File: src/rtl/obwin_xlate.sv
module obwin_xlate #(
  parameter int NGEN = 2
) (
  input  logic        clk,
  input  logic        rst_n,
  input  logic        reg_we,
  input  logic [2:0]  reg_sel,
  input  logic [31:0] reg_wdata,
  output logic [31:0] reg_rdata,
  input  logic        lb_valid,
  input  logic [31:0] lb_addr,
  output logic        xl_valid,
  output logic        hit,
  output logic [1:0]  win_idx,
  output logic [31:0] pci_addr,
  output logic [2:0]  cyc_type,
  output logic        prefetch,
  output logic        low_pass
);
  localparam logic [3:0] MAX_SIZE = 4'd11;

  logic [NGEN-1:0][11:0] bbase, mhi;
  logic [NGEN-1:0][1:0]  bswap;
  logic [NGEN-1:0][3:0]  bsize;
  logic [NGEN-1:0][2:0]  mtyp;
  logic [NGEN-1:0]       bpf, ben, mlow;
  logic [7:0]            b2base, m2hi;
  logic [1:0]            b2swap;
  logic                  b2en;

  wire idx = reg_sel[1];

  always_ff @(posedge clk) begin
    if (!rst_n) begin
      bbase <= '0; mhi <= '0; bswap <= '0; bsize <= '0; mtyp <= '0;
      bpf <= '0; ben <= '0; mlow <= '0;
      b2base <= '0; m2hi <= '0; b2swap <= '0; b2en <= 1'b0;
    end else if (reg_we) begin
      case (reg_sel)
        3'd0, 3'd2: begin
          bbase[idx] <= reg_wdata[31:20];
          bswap[idx] <= reg_wdata[9:8];
          bsize[idx] <= reg_wdata[7:4];
          bpf[idx]   <= reg_wdata[3];
          ben[idx]   <= reg_wdata[0];
        end
        3'd1, 3'd3: begin
          mhi[idx]  <= reg_wdata[15:4];
          mtyp[idx] <= reg_wdata[3:1];
          mlow[idx] <= reg_wdata[0];
        end
        3'd4: begin
          b2base <= reg_wdata[15:8];
          b2swap <= reg_wdata[7:6];
          b2en   <= reg_wdata[0];
        end
        3'd5: m2hi <= reg_wdata[15:8];
        default: ;
      endcase
    end
  end

  always_comb begin
    case (reg_sel)
      3'd0, 3'd2: reg_rdata = {bbase[idx], 10'b0, bswap[idx], bsize[idx], bpf[idx], 2'b0, ben[idx]};
      3'd1, 3'd3: reg_rdata = {16'b0, mhi[idx], mtyp[idx], mlow[idx]};
      3'd4:       reg_rdata = {16'b0, b2base, b2swap, 5'b0, b2en};
      3'd5:       reg_rdata = {16'b0, m2hi, 8'b0};
      default:    reg_rdata = '0;
    endcase
  end

  logic [NGEN-1:0]       g_hit;
  logic [NGEN-1:0][31:0] g_xa;

  for (genvar w = 0; w < NGEN; w++) begin : g_win
    logic [3:0]  n_eff;
    logic [11:0] keep;
    assign n_eff = (bsize[w] > MAX_SIZE) ? MAX_SIZE : bsize[w];
    assign keep  = 12'hFFF << n_eff;
    assign g_hit[w] = ben[w] && (((lb_addr[31:20] ^ bbase[w]) & keep) == 12'h0);
    assign g_xa[w]  = {(mhi[w] & keep) | (lb_addr[31:20] & ~keep), lb_addr[19:2],
                       mlow[w] ? lb_addr[1:0] : 2'b00};
  end

  wire w2_hit = b2en && (lb_addr[31:24] == b2base);

  logic        n_hit, n_pf, n_lp;
  logic [1:0]  n_idx;
  logic [31:0] n_pa;
  logic [2:0]  n_typ;

  always_comb begin
    n_hit = 1'b0; n_idx = 2'd0; n_pa = '0; n_typ = 3'd0; n_pf = 1'b0; n_lp = 1'b0;
    if (g_hit[0]) begin
      n_hit = 1'b1; n_idx = 2'd0; n_pa = g_xa[0]; n_typ = mtyp[0]; n_pf = bpf[0]; n_lp = mlow[0];
    end else if (g_hit[1]) begin
      n_hit = 1'b1; n_idx = 2'd1; n_pa = g_xa[1]; n_typ = mtyp[1]; n_pf = bpf[1]; n_lp = mlow[1];
    end else if (w2_hit) begin
      n_hit = 1'b1; n_idx = 2'd2; n_pa = {m2hi, lb_addr[23:0]}; n_typ = 3'd1; n_lp = 1'b1;
    end
  end

  always_ff @(posedge clk) begin
    if (!rst_n) begin
      xl_valid <= 1'b0; hit <= 1'b0; win_idx <= '0; pci_addr <= '0;
      cyc_type <= '0; prefetch <= 1'b0; low_pass <= 1'b0;
    end else begin
      xl_valid <= lb_valid;
      hit      <= lb_valid & n_hit;
      win_idx  <= lb_valid ? n_idx : 2'd0;
      pci_addr <= lb_valid ? n_pa : 32'd0;
      cyc_type <= lb_valid ? n_typ : 3'd0;
      prefetch <= lb_valid & n_pf;
      low_pass <= lb_valid & n_lp;
    end
  end
endmodule


File: config.mk
export PLATFORM = sky130hd
export DESIGN_NAME = obwin_xlate
export DESIGN_NICKNAME = d
export VERILOG_FILES = /design/src/rtl/obwin_xlate.sv
export SDC_FILE = /design/constraint.sdc
export NUM_CORES = 1
export LEC_CHECK = 0
export BUFFER_PORTS_ARGS = -buffer_cell sky130_fd_sc_hd__buf_2
export CORE_MARGIN = 5
export CORE_UTILIZATION = 30
export DETAILED_ROUTE_END_ITERATION = 8
export PLACE_DENSITY = 0.51
export RECOVER_POWER = 100
export SETUP_SLACK_MARGIN = 0.3
export SLEW_MARGIN = 5
export SYNTH_ARGS = -nofsm -noshare
export SYNTH_HDL_FRONTEND = slang
export SYNTH_SLANG_ARGS = --single-unit
export TNS_END_PERCENT = 20
File: constraint.sdc
create_clock -name clk -period 6.05 [get_ports clk]
set_clock_uncertainty 0.2 [all_clocks]
set_input_delay 0.605 -clock clk [delete_from_list [all_inputs] [get_ports clk]]
set_output_delay 0.605 -clock clk [all_outputs]
set_load 0.05 [all_outputs]
==> flow_summary.ini <==
[sta]
worst_pin_slew_ns = 1.66
max_freq_ghz = 0.223
finalCritPeriodShare_pct = 74.0
setup_ws_ns = 1.57
drv_slew = 39
slew_headroom_pct = -10.8
layout_min_cycle_time_ns = 4.48
hold_ws_ns = 0.164
hold_violations = 0
fin_setup_tns_ns = 0
finalSetupViolCount = 0
rsz0062_at_grt = no

[global_route]
grt_overflow = 0
use_met1_pct = 25.3
first_global_vias = 5636
antenna_found_initial = 2
grt_use_total_pct = 18.3
busiest_layer = met2
grt_max_degree = 93
grtUsageMet3_pct = 4.32
met2_usage_pct = 28.2
grt_pass1_wl_um = 34300

[synth]
ys_warn_count = 0
synth_edf_count = 0
async_reset_ff_share_pct = 0
synthTopCellsByCount = nand2_1 (211), dfxtp_1 (132), a21boi_0 (91)
syn_inst = 785
syn_avg_cell_area_um2 = 8.29
ys_seq_elements = 132
synth_most_common_cell = nand2_1
synthDistinctLibCells = 46
dominantRegCellSynth = dfxtp_1
yosysTopAreaCell = dfxtp_1
synth_seq_area_share_pct = 40.6
synthTopCellsByArea = dfxtp_1 (41%), nand2_1 (12%), a21boi_0 (11%), mux2i_1 (4.8%), mux2_2 (3.5%)
synth_top_area_share_pct = 40.6
syn_area_mm2 = 0.00651

[setup_path]
cp_max_fo = 20
cp.required_ns = 5.24
worstSetupPathType = primary input to output port
cp-start-kind = primary input
crit_arrival_ns = 3.67
endpoint_kind = output port

[route]
drtIter0Drc = 458
wl_per_cell_um = 19.5
viasPerCell = 5.03
drtPass1Iterations = 5
ant_nets = 0
post-route-drc-count = 0
drt-total-wl_um = 22800
vias = 5902

[cts]
clkTransAtPathRegs_ns = 0.07
cts_hold_buffers = 0
cts_made_buffers = 17
ctsHtreeMaxLevel = 4
clock-root-buffer = clkbuf_16
clockBufferDepth = 2
insertion_delay_ns = 0.44
cts_resized = 0
cts_tree = done
cts.sinks = 132
post_cts_buffers = 0

[status]
status = finished, violations left
violations = max-capacitance violations, max-slew violations

[place]
place_area_mm2 = 0.00731
routabilityCongestion = 0.873
port_buffers = 135
place_inst = 1142
place_ws_ns = 2.56
hpwlAfterDp_um = 15700

[die]
die_h_um = 157
core_area_mm2 = 0.0212
fp.dieW_um = 157
initial_core_util_pct = 30.7
die_area_mm2 = 0.0247
rows = 53
ioPinCount = 144

[layout]
nets = 957
fin_area_mm2 = 0.00778
layout.cells.non_filler = 1174
antenna_cells = 0
area_delta_synth_final_pct = 19.6
finish.utilization_pct = 36.7
drive_above_1_share_pct = 14.7

[worst_hold_path]
min_path_type = primary input to flip-flop

[power_and_ir_drop]
vdd_ir_drop_max_mv = 0.129
total_power_mw = 2.09
power.density_mw_per_mm2 = 268
p_leak_nw = 2.77

[run]
cap_violations = 1
==> path summary, 6_finish.rpt <==
kind / to / from / slack [ns] / cells after the start
worst min register to register: bswap[1] / bswap[1] / 0.27 / 2
worst max-delay path: reg_rdata[13] / reg_sel[1] / 1.57 / 6
worst max register to register: pci_addr[5] / bsize[3] / 1.86 / 6
worst min-delay path: pci_addr[14] / lb_addr[14] / 0.16 / 2
==> cell type report <==
class,count,area (um^2)
well taps,275,344
multi-input cells,589,3570
flip-flops and latches,132,2640
fillers,2297,13400
inverters,5,18.8
clock buffers,17,425
repair buffers,141,627
clock inverters,15,151
==> cells in the final DEF, fill, tap and decap left out, types with 5 or more instances in the layout <==
cell type	instances
a31oi_1	14
a211oi_1	5
a22oi_1	12
o21ai_0	24
a21boi_0	91
xor2_1	16
dfxtp_1	132
nand2_1	211
clkbuf_1	71
o31a_1	10
nor2b_1	8
nand3_1	9
inv_6	7
xnor2_1	16
and2_0	18
mux2i_1	31
o22ai_1	5
o211ai_1	9
mux2_2	20
a21oi_1	15
clkbuf_16	17
buf_2	66
nor2_1	29
inv_1	5
and2_1	5
==> logic make-up (layout without fill, tap and decap cells) <==
logic type                count (synthesis)  after routing  synth area share (%)
xor gates and xnor gates                 32             32                  4.31
muxes                                    54             54                  9.27
other                                     1              4                0.0576
AOI/OAI and AO/OA                       196            196                  21.3
buffers and inverters                    67            178                  4.62
DFF                                     132            132                  40.6
and+or+nand+nor                         303            303                  19.8
==> worst max-delay path, stage by stage <==
cell and delay, ns:
clkbuf_1 1.00, clkbuf_1 0.90, and2_0 0.44, nand2_1 0.09
o21ai_0 0.11, clkbuf_1 0.51
==> registers in the layout (all words and copies together), names as in the netlist, 2 cells and up <==
register / cells
bswap: 4
bpf: 2
bbase: 24
b2swap: 2
m2hi: 8
mtyp: 6
win_idx: 2
b2base: 8
pci_addr: 32
cyc_type: 3
bsize: 8
mlow: 2
mhi: 24
ben: 2
==> metal layers <==
layer / part of all wire, % / up-vias
met5: 0.061 / -
met4: 2.1 / 4
met3: 7.5 / 33
met2: 44 / 240
met1: 46 / 2750
li1: - / 2875
==> power breakdown <==
group / internal (mW) / leakage, nW / switching (mW)
logic: 0.0614 / 1.42 / 0.112
clock network: 0.548 / 0.278 / 0.468
registers: 0.882 / 1.07 / 0.0159
total: 1.49 / 2.77 / 0.596
Power figures use the tool's default switching activity.
